<file path="src/rtl/dbg_trig_pkg.sv">
// Package: shared types and the fixed pair-to-access binding of the
// debug trigger unit. Assumes addresses and compare values share one width.
package dbg_trig_pkg;

    localparam int unsigned ADDR_W = 64;

    typedef enum logic [1:0] {
        MT_EQ    = 2'd0,
        MT_NAPOT = 2'd1,
        MT_GE    = 2'd2,
        MT_LT    = 2'd3
    } match_kind_e;

    typedef enum logic [1:0] {
        AK_FETCH = 2'd0,
        AK_LOAD  = 2'd1,
        AK_STORE = 2'd2
    } access_kind_e;

    typedef struct packed {
        logic              armed;
        match_kind_e       mtype;
        logic              select;
        logic              timing;
        logic              chain;
        logic [ADDR_W-1:0] cmp;
    } trig_cfg_t;

    // Access kind watched by trigger idx; pattern repeats every five pairs.
    function automatic access_kind_e kind_of_trigger(input int unsigned idx);
        int unsigned pair;
        logic        odd;
        pair = (idx / 2) % 5;
        odd  = idx[0];
        case (pair)
            0:       return AK_FETCH;
            1:       return AK_STORE;
            2:       return AK_LOAD;
            3:       return odd ? AK_STORE : AK_FETCH;
            default: return odd ? AK_LOAD : AK_FETCH;
        endcase
    endfunction

    // The store/store pair may not chain.
    function automatic bit pair_may_chain(input int unsigned pair);
        return (pair % 5) != 1;
    endfunction

endpackage

</file>
<file path="src/rtl/dbg_trig_cfg_regs.sv">
// Settings storage: one register entry per trigger, loaded by a single
// write port. Assumes at most one write per cycle; reset disarms all.
module dbg_trig_cfg_regs
    import dbg_trig_pkg::*;
#(
    parameter int unsigned NUM_TRIG = 10,
    localparam int unsigned IDX_W   = $clog2(NUM_TRIG)
) (
    input  logic             clk,
    input  logic             rst_n,
    input  logic             wr_en,
    input  logic [IDX_W-1:0] wr_idx,
    input  trig_cfg_t        wr_entry,
    output trig_cfg_t        cfg_q [NUM_TRIG]
);

    for (genvar i = 0; i < NUM_TRIG; i++) begin : g_entry
        // Load entry i when it is addressed, clear it on reset.
        always_ff @(posedge clk) begin
            if (!rst_n) begin
                cfg_q[i] <= '0;
            end else if (wr_en && (wr_idx == IDX_W'(i))) begin
                cfg_q[i] <= wr_entry;
            end
        end
    end

endmodule

</file>
<file path="src/rtl/dbg_trig_match.sv">
// Single trigger comparator: picks the access it is bound to (KIND) and
// applies the configured match type. Purely combinational.
module dbg_trig_match
    import dbg_trig_pkg::*;
#(
    parameter access_kind_e KIND = AK_FETCH
) (
    input  logic              armed,
    input  logic              select,
    input  match_kind_e       mtype,
    input  logic [ADDR_W-1:0] cmp,
    input  logic              fetch_valid,
    input  logic [ADDR_W-1:0] fetch_pc,
    input  logic              load_valid,
    input  logic [ADDR_W-1:0] load_addr,
    input  logic              store_valid,
    input  logic [ADDR_W-1:0] store_addr,
    output logic              hit
);

    logic              acc_valid;
    logic [ADDR_W-1:0] acc_addr;
    logic [ADDR_W-1:0] region_mask;
    logic              cmp_ok;

    // Route the bound access to the comparator; others are never seen.
    if (KIND == AK_FETCH) begin : g_fetch
        logic unused_other;
        assign unused_other = ^{load_valid, load_addr, store_valid, store_addr};
        assign acc_valid = fetch_valid;
        assign acc_addr  = fetch_pc;
    end else if (KIND == AK_LOAD) begin : g_load
        logic unused_other;
        assign unused_other = ^{fetch_valid, fetch_pc, store_valid, store_addr};
        assign acc_valid = load_valid;
        assign acc_addr  = load_addr;
    end else begin : g_store
        logic unused_other;
        assign unused_other = ^{fetch_valid, fetch_pc, load_valid, load_addr};
        assign acc_valid = store_valid;
        assign acc_addr  = store_addr;
    end

    // Trailing ones plus the next bit form the ignored low-bit mask.
    assign region_mask = cmp ^ (cmp + ADDR_W'(1));

    // Evaluate the selected comparison.
    always_comb begin
        case (mtype)
            MT_EQ:    cmp_ok = (acc_addr == cmp);
            MT_NAPOT: cmp_ok = ((acc_addr | region_mask) == (cmp | region_mask));
            MT_GE:    cmp_ok = (acc_addr >= cmp);
            default:  cmp_ok = (acc_addr < cmp);
        endcase
    end

    assign hit = armed && !select && acc_valid && cmp_ok;

endmodule

</file>
<file path="src/rtl/dbg_trig_pair_combine.sv">
// Pair combiner: applies chaining to the raw matches of one trigger pair.
// Assumes the chain request comes from the even member only.
module dbg_trig_pair_combine #(
    parameter bit CAN_CHAIN = 1'b1
) (
    input  logic match_even,
    input  logic match_odd,
    input  logic chain_en,
    input  logic timing_even,
    input  logic timing_odd,
    output logic fire_even,
    output logic fire_odd
);

    if (CAN_CHAIN) begin : g_chain
        logic both_ok;
        // Chained members need two matches and equal timing.
        always_comb begin
            both_ok = match_even && match_odd && (timing_even == timing_odd);
            if (chain_en) begin
                fire_even = both_ok;
                fire_odd  = both_ok;
            end else begin
                fire_even = match_even;
                fire_odd  = match_odd;
            end
        end
    end else begin : g_solo
        logic unused_chain;
        assign unused_chain = ^{chain_en, timing_even, timing_odd};
        assign fire_even    = match_even;
        assign fire_odd     = match_odd;
    end

endmodule

</file>
<file path="src/rtl/dbg_trig_unit.sv">
// Top of the debug trigger unit: settings storage, one comparator per
// trigger and one combiner per pair. Outputs follow inputs combinationally.
module dbg_trig_unit
    import dbg_trig_pkg::*;
#(
    parameter int unsigned NUM_PAIRS = 5,
    localparam int unsigned NUM_TRIG = 2 * NUM_PAIRS,
    localparam int unsigned IDX_W    = $clog2(NUM_TRIG)
) (
    input  logic                clk,
    input  logic                rst_n,
    input  logic                cfg_wr_en,
    input  logic [IDX_W-1:0]    cfg_wr_idx,
    input  logic [1:0]          cfg_match_type,
    input  logic                cfg_select,
    input  logic                cfg_timing,
    input  logic                cfg_action,
    input  logic                cfg_chain,
    input  logic [ADDR_W-1:0]   cfg_compare,
    input  logic                fetch_valid,
    input  logic [ADDR_W-1:0]   fetch_pc,
    input  logic                load_valid,
    input  logic [ADDR_W-1:0]   load_addr,
    input  logic                store_valid,
    input  logic [ADDR_W-1:0]   store_addr,
    output logic [NUM_TRIG-1:0] fire_vec,
    output logic [NUM_TRIG-1:0] fire_timing_vec,
    output logic                hit_any
);

    trig_cfg_t             wr_entry;
    trig_cfg_t             cfg_q [NUM_TRIG];
    logic [NUM_TRIG-1:0]   raw_match;
    logic [NUM_TRIG-1:0]   armed_vec;
    logic [NUM_TRIG-1:0]   timing_vec;
    logic [NUM_TRIG-1:0]   chain_vec;
    logic [NUM_PAIRS-1:0]  unused_odd_chain;
    logic                  unused_action;

    // The action request does not take part in firing.
    assign unused_action = cfg_action;

    // Assemble the entry written on this edge; every write arms it.
    always_comb begin
        wr_entry        = '0;
        wr_entry.armed  = 1'b1;
        wr_entry.mtype  = match_kind_e'(cfg_match_type);
        wr_entry.select = cfg_select;
        wr_entry.timing = cfg_timing;
        wr_entry.chain  = cfg_chain;
        wr_entry.cmp    = cfg_compare;
    end

    dbg_trig_cfg_regs #(.NUM_TRIG(NUM_TRIG)) u_cfg (
        .clk      (clk),
        .rst_n    (rst_n),
        .wr_en    (cfg_wr_en),
        .wr_idx   (cfg_wr_idx),
        .wr_entry (wr_entry),
        .cfg_q    (cfg_q)
    );

    for (genvar i = 0; i < NUM_TRIG; i++) begin : g_trig
        assign armed_vec[i]  = cfg_q[i].armed;
        assign timing_vec[i] = cfg_q[i].timing;
        assign chain_vec[i]  = cfg_q[i].chain;

        dbg_trig_match #(.KIND(kind_of_trigger(i))) u_match (
            .armed       (cfg_q[i].armed),
            .select      (cfg_q[i].select),
            .mtype       (cfg_q[i].mtype),
            .cmp         (cfg_q[i].cmp),
            .fetch_valid (fetch_valid),
            .fetch_pc    (fetch_pc),
            .load_valid  (load_valid),
            .load_addr   (load_addr),
            .store_valid (store_valid),
            .store_addr  (store_addr),
            .hit         (raw_match[i])
        );
    end

    for (genvar p = 0; p < NUM_PAIRS; p++) begin : g_pair
        assign unused_odd_chain[p] = chain_vec[2*p+1];

        dbg_trig_pair_combine #(.CAN_CHAIN(pair_may_chain(p))) u_pair (
            .match_even  (raw_match[2*p]),
            .match_odd   (raw_match[2*p+1]),
            .chain_en    (chain_vec[2*p]),
            .timing_even (timing_vec[2*p]),
            .timing_odd  (timing_vec[2*p+1]),
            .fire_even   (fire_vec[2*p]),
            .fire_odd    (fire_vec[2*p+1])
        );
    end

    assign fire_timing_vec = fire_vec & timing_vec;
    assign hit_any         = |fire_vec;

endmodule

</file>
<file path="config.mk">
export PLATFORM = sky130hd
export DESIGN_NAME = dbg_trig_unit
export DESIGN_NICKNAME = d
export VERILOG_FILES = /design/src/rtl/dbg_trig_pkg.sv /design/src/rtl/dbg_trig_cfg_regs.sv /design/src/rtl/dbg_trig_match.sv /design/src/rtl/dbg_trig_pair_combine.sv /design/src/rtl/dbg_trig_unit.sv
export SDC_FILE = /design/constraint.sdc
export NUM_CORES = 2
export LEC_CHECK = 0
export ABC_CLOCK_PERIOD_IN_PS = 13950
export BUFFER_PORTS_ARGS = -buffer_cell sky130_fd_sc_hd__buf_2
export CAP_MARGIN = 20
export CORE_MARGIN = 4
export CORE_UTILIZATION = 60
export CTS_CLUSTER_SIZE = 28
export DETAILED_ROUTE_END_ITERATION = 8
export PLACE_DENSITY = 0.78
export SLEW_MARGIN = 20
export SYNTH_ARGS = -nofsm -noshare
export SYNTH_HDL_FRONTEND = slang
export SYNTH_SLANG_ARGS = --single-unit
</file>
<file path="constraint.sdc">
create_clock -name clk -period 13.95 [get_ports clk]
set_input_delay 2.79 -clock clk [delete_from_list [all_inputs] [get_ports clk]]
set_output_delay 2.79 -clock clk [all_outputs]
set_load 0.05 [all_outputs]
</file>
## Word level (Yosys, flattened, before mapping)

Cells that the tools add are included.

- Add/sub/neg operators: 10
- Order comparisons: 20
- Equality and inequality tests: 53
- Muxes and demuxes: 18
- Bitwise logic cells: 31
- Reductions and logical operators: 70

Operators with widths:

| kind | count |
|---|---|
| 64-bit == test | 20 |
| 64-bit OR | 20 |
| 64-bit by 1-bit adder with 64-bit output (second input constant) | 10 |
| 64-bit >= comparator | 10 |
| 64-bit less-than comparator | 10 |
| 64-bit bitwise XOR | 10 |
| 1-bit logical AND | 48 |
| 1-bit case mux with 3 select lines | 10 |
| 2-bit by 1-bit == test with 1-bit output (second input constant) | 10 |
| 2-bit == test (second input constant) | 10 |
| 2-bit logical NOT | 10 |
| 4-bit by 3-bit == test with 1-bit output (second input constant) | 4 |
| 10-bit bitwise AND | 1 |
| 1-bit logical NOT | 10 |
| 10-bit OR reduction | 1 |
| 4-bit by 2-bit == test with 1-bit output (second input constant) | 2 |
| 4-bit == test (second input constant) | 2 |
| 1-bit 2-to-1 mux | 8 |
| 1-bit == test | 4 |
| 4-bit by 1-bit == test with 1-bit output (second input constant) | 1 |
| 4-bit logical NOT | 1 |

- Register bits after elaboration: 694
- Input port bits: 272
- Output and inout port bits: 21
- Logic and storage cells: 256

## Depth between registers and ports, before layout

- Depth after elaboration: 10
- Depth in mapped cells: 26
- Depth with buffers taken out: 25

## Cells and area by module

A second synthesis with hierarchy kept.

- Cell total of the unflattened synthesis: 8539
- Area, all modules: 70336.2 sq um

By module, submodules not included:

| module | instances | cells each | area each (sq um) | sequential area each (sq um) |
|---|---|---|---|---|
| dbg_trig_match (g_trig[0].u_match ...) | 6 | 614 | 4551.9 | 0.0 |
| dbg_trig_cfg_regs | 1 | 2348 | 24863.8 | 14013.4 |
| dbg_trig_match (g_trig[3].u_match ...) | 2 | 614 | 4465.5 | 0.0 |
| dbg_trig_match (g_trig[9].u_match) | 1 | 621 | 4523.1 | 0.0 |
| dbg_trig_match (g_trig[4].u_match) | 1 | 617 | 4473.0 | 0.0 |
| dbg_trig_pair_combine (g_pair[0].u_pair ...) | 4 | 6 | 32.5 | 0.0 |
| dbg_trig_unit | 1 | 15 | 88.8 | 0.0 |
| dbg_trig_pair_combine (g_pair[1].u_pair) | 1 | 2 | 15.0 | 0.0 |

## Worst setup path before layout

Ideal clock, no wire load.

- Path type: input-to-output
- Start point: in load_addr[1]
- End point: out hit_any
- Arrival time: 5.778 ns
- Data required time: 11.160 ns
- Setup slack: 5.382 ns
- Cell stages on the path: 11
- Buffers on the path: 0
- Path through: ha_1 > nor2b_1 > o211ai_1 > a2111oi_0 > or4b_2 > a221oi_1 > a41oi_1 > a311o_1 > o2111ai_1 > o2111ai_1 > or4_1

- Longest elaborated chain between the ends: 8
- Elaborated cells on any way between the ends: 30
- Classes of those cells: 6 x order compare; 6 x eq/ne; 7 x mux; 3 x bitwise; 8 x reduce/logical

RTL lines:

| item | line | source |
|---|---|---|
| start: declaration | dbg_trig_unit.sv:23 | `input logic [ADDR_W-1:0] load_addr,` |
| parallel branches: the longest is 7 deep, another holds 64-bit less-than comparator | -- |  |
| 10-bit OR reduction (*) | dbg_trig_unit.sv:98 | `assign hit_any = \|fire_vec;` |
| end: declaration | dbg_trig_unit.sv:28 | `output logic hit_any` |

Mark *: on every way between the ends.

## Worst setup path after layout

- Start point: reg u_cfg.cfg_q[561] (netlist name)
- End point: out hit_any

- Longest elaborated chain between the ends: 10
- Elaborated cells on any way between the ends: 15
- Classes of those cells: 1 x add/sub; 2 x order compare; 2 x eq/ne; 3 x mux; 3 x bitwise; 4 x reduce/logical

RTL lines:

| item | line | source |
|---|---|---|
| 64-bit by 1-bit adder with 64-bit output | dbg_trig_match.sv:45 | `assign region_mask = cmp ^ (cmp + ADDR_W'(1));` |
| 64-bit bitwise XOR | dbg_trig_match.sv:45 |  |
| 64-bit OR | dbg_trig_match.sv:51 | `MT_NAPOT: cmp_ok = ((acc_addr \| region_mask) == (cmp \| region_mask));` |
| 64-bit == test | dbg_trig_match.sv:51 |  |
| 1-bit case mux with 3 select lines (*) | dbg_trig_match.sv:49 | `case (mtype)` |
| 1-bit logical AND (*) | dbg_trig_match.sv:57 | `assign hit = armed && !select && acc_valid && cmp_ok;` |
| 1-bit logical AND (2 in series) | dbg_trig_pair_combine.sv:19 | `both_ok = match_even && match_odd && (timing_even == timing_odd);` |
| 1-bit 2-to-1 mux | dbg_trig_pair_combine.sv:20 | `if (chain_en) begin` |
| 10-bit OR reduction (*) | dbg_trig_unit.sv:98 |  |

Every way passes the cells marked *; elsewhere a longest branch is shown, timed or not.

==> flow_summary.json <==
{
  "routed_wl_um": 297000,
  "critPathArrivalTime_ns": 8.78,
  "cts_hold_buf": 0,
  "most-common-layout-cells": "nand2_1, ha_1, xor2_1",
  "dp_cells": 10900,
  "wl_per_cell_um": 26.8,
  "grtUsageTotal": 0.468,
  "grt_pass1_vias": 65000,
  "synth.distinct_cells": 78,
  "cp_data_required_time_ns": 11.16,
  "relSlewSlack": 0.146,
  "skew_ns": 0,
  "synth_edf_count": 0,
  "synth.avg_cell_area_um2": 7.54,
  "fp.dieW_um": 350,
  "globalRouteOverflowTotal": 0,
  "drtIter0Drc": 7577,
  "cp-end-kind": "primary output",
  "hold_viol_final": 0,
  "grt_max_degree": 144,
  "htree_levels": 3,
  "path_common_cell": "inv_1",
  "drc_errors": 0,
  "worstMarginPinSlew_ns": 1.27,
  "core_region_area_um2": 116000,
  "grt_setup_unrepaired": "no",
  "cts-buffers-inserted": 86,
  "syn-cell-area_um2": 70300,
  "p_leak_uw": 0.0302,
  "peakVddDrop_uv": 106,
  "clk-insertion-delay-late_ns": 0.70,
  "synth_xor_area_frac": 0.127,
  "power_uw": 5630,
  "critical_path.max_stage_delay_ns": 0.83,
  "area_growth_pct": 8.19,
  "syn_inst": 9333,
  "start_util": 0.605,
  "finalNetCount": 11000,
  "status": "finished clean",
  "antenna_found_initial": 37,
  "ctsResizeCount": 0,
  "synth_compound_area_frac": 0.143,
  "clk_pin_slew_ns": 0.07,
  "setup-violations-final": 0,
  "viasPerCell": 6.39,
  "min_period_ns": 11.57,
  "ys_seq_area_frac": 0.198,
  "die-area_um2": 123000,
  "synth_fp_nets": 10900,
  "antenna_left": 0,
  "clock-sinks": 694,
  "final_max_slew_viol_count": 0,
  "cp-start-kind": "flop",
  "synthAdderAreaFrac": 0.227,
  "vias": 70700,
  "synth_top_family_by_area": "simple AND/OR/NAND/NOR gates",
  "synth_simple_gate_area_frac": 0.247,
  "fmax_mhz": 86.5,
  "final_cell_count_no_fill": 11100,
  "post-route-period-util": 0.829,
  "muxShareOfSynthArea": 0,
  "ctsLongestPathBuffers": 3,
  "nFillCells": 10100,
  "clockRootBuffer": "clkbuf_16",
  "ios": 293,
  "tritoncts": "built",
  "critical_path_class": "reg -> out",
  "placementRows": 125,
  "io_buffers": 291,
  "chipHeight_um": 350,
  "synth-warning-count": 0,
  "post-cts-setup-buffer-count": 0,
  "final_common_cell": "nand2_1",
  "gp_congestion": 1.13,
  "drtPass1Iterations": 8,
  "regMostFlops": "u_cfg.cfg_q",
  "crit_chain": "inv_1 > nor3_1 > nand3_1 > nor3_1 > and3_1 > inv_1 > nor2_1 > inv_1 > nor2_1 > and3_1 > and4_1 > inv_1 > ha_1 > xor2_1 > o21ai_0 > nand4_1 > a2111oi_0 > nand4_1 > o31a_1 > a21bo_2 > nand3_1 > a21oi_1 > or4_1 > buf_2",
  "power.density_nw_per_um2": 73.9,
  "cpMaxStageDelayCell": "a21oi_1",
  "ys.flop_type": "dfxtp_1",
  "drive_gt1_frac": 0.0563,
  "drv_cap": 0,
  "top_regs": "u_cfg.cfg_q (694)",
  "hp-class": "reg -> reg",
  "crit_fanout": 6,
  "grt_pass1_wl_um": 423000,
  "dp_hpwl_um": 230000,
  "async_flop_share": 0,
  "largest_reg_flops": 694,
  "finalSetupTns_ns": 0,
  "synth_seq_cells": 694
}
cell usage after synthesis, types with 6 or more instances:
cell type,n,share of area
a211oi_1,15,0.0016
a31oi_1,9,0.00080
a221o_1,7,0.0010
and2_1,30,0.0027
a2111oi_0,13,0.0016
nand4_1,366,0.033
xor2_1,807,0.10
nor2_1,527,0.028
or3_1,172,0.015
ha_1,1276,0.23
buf_4,10,0.0011
o21ai_0,336,0.024
a21oi_1,266,0.019
dfxtp_1,694,0.20
nor4_1,145,0.013
a221oi_1,22,0.0027
o211ai_1,22,0.0023
nor2b_1,30,0.0027
nand3_1,304,0.022
nand4b_1,6,0.00075
o21a_1,24,0.0026
o31a_1,6,0.00075
nor4b_1,7,0.00087
o31ai_1,17,0.0018
and4_1,44,0.0055
or2_2,18,0.0016
inv_1,755,0.040
a21o_1,48,0.0051
clkbuf_1,297,0.016
buf_1,13,0.00069
nor3_1,157,0.011
and3_1,77,0.0068
o311ai_0,10,0.0012
nand2b_1,26,0.0023
or4_1,29,0.0031
a21boi_0,688,0.073
nor3b_1,6,0.00064
nand2_1,1764,0.094
xnor2_1,214,0.027
cell families after synthesis:
logic type	count (synthesis)
AOI/OAI and AO/OA	1524
DFF	694
and+or+nand+nor	3740
adders and majority gates	1276
buffers and inverters	1078
xor gates and xnor gates	1021
power by group:
| part | internal [µW] | leakage, µW | switching [µW] |
|---|---|---|---|
| Clock | 1530 | 0.00151 | 1030 |
| Combinational | 321 | 0.0231 | 704 |
| Sequential | 2010 | 0.00560 | 37.2 |
through the flow:
stage | area [µm²] | hold WS [ns] | setup WS, ns | utilization
floorplan | 70300 | 0.433 | 5.38 | -
global placement | 72900 | 0.439 | 3.05 | 0.627
detailed placement | 72900 | 0.448 | 3.05 | 0.627
CTS | 76000 | 0.463 | 2.72 | 0.654
global route | 76000 | 0.479 | 2.17 | 0.654
finish | 76100 | 0.462 | 2.38 | 0.655
area by class of cell:
cell class	instances	area [µm²]	share of cell area
Sequential cell	694	13900	0.183
Tap cell	1524	1910	0.0251
Inverter	758	2850	0.0374
Timing Repair Buffer	331	1770	0.0232
Clock inverter	47	734	0.00965
Multi-Input combinational cell	7561	52500	0.690
Antenna cell	35	87.6	0.00115
Clock buffer	108	2380	0.0313
path summary, 6_finish.rpt:
check / slack, ns / to / startpoint / cells past startpoint
worst max-delay path: 2.38 / hit_any / u_cfg.cfg_q[561] / 24
worst min-delay path: 0.46 / u_cfg.cfg_q[419] / u_cfg.cfg_q[419] / 1
worst max register to register: 12.86 / u_cfg.cfg_q[603] / u_cfg.cfg_q[603] / 2
worst min register to register: 0.46 / u_cfg.cfg_q[419] / u_cfg.cfg_q[419] / 1
critical path: cells and delay by family, from the launching register on:
kind                       cells  cell delay (ns)
and+or+nand+nor               12             3.85
AOI/OAI and AO/OA              5             2.61
buffers and inverters          5             0.74
DFF                            1             0.42
adders and majority gates      1             0.28
xor gates and xnor gates       1             0.16
per-layer routing:
layer	track usage	vias to the layer above	part of all wire
met5	0	-	0.00054
met4	0.403	24	0.10
met3	0.125	1160	0.12
met2	0.698	3977	0.41
met1	0.556	33100	0.37
li1	-	32400	-
Power figures use the tool's default switching activity.
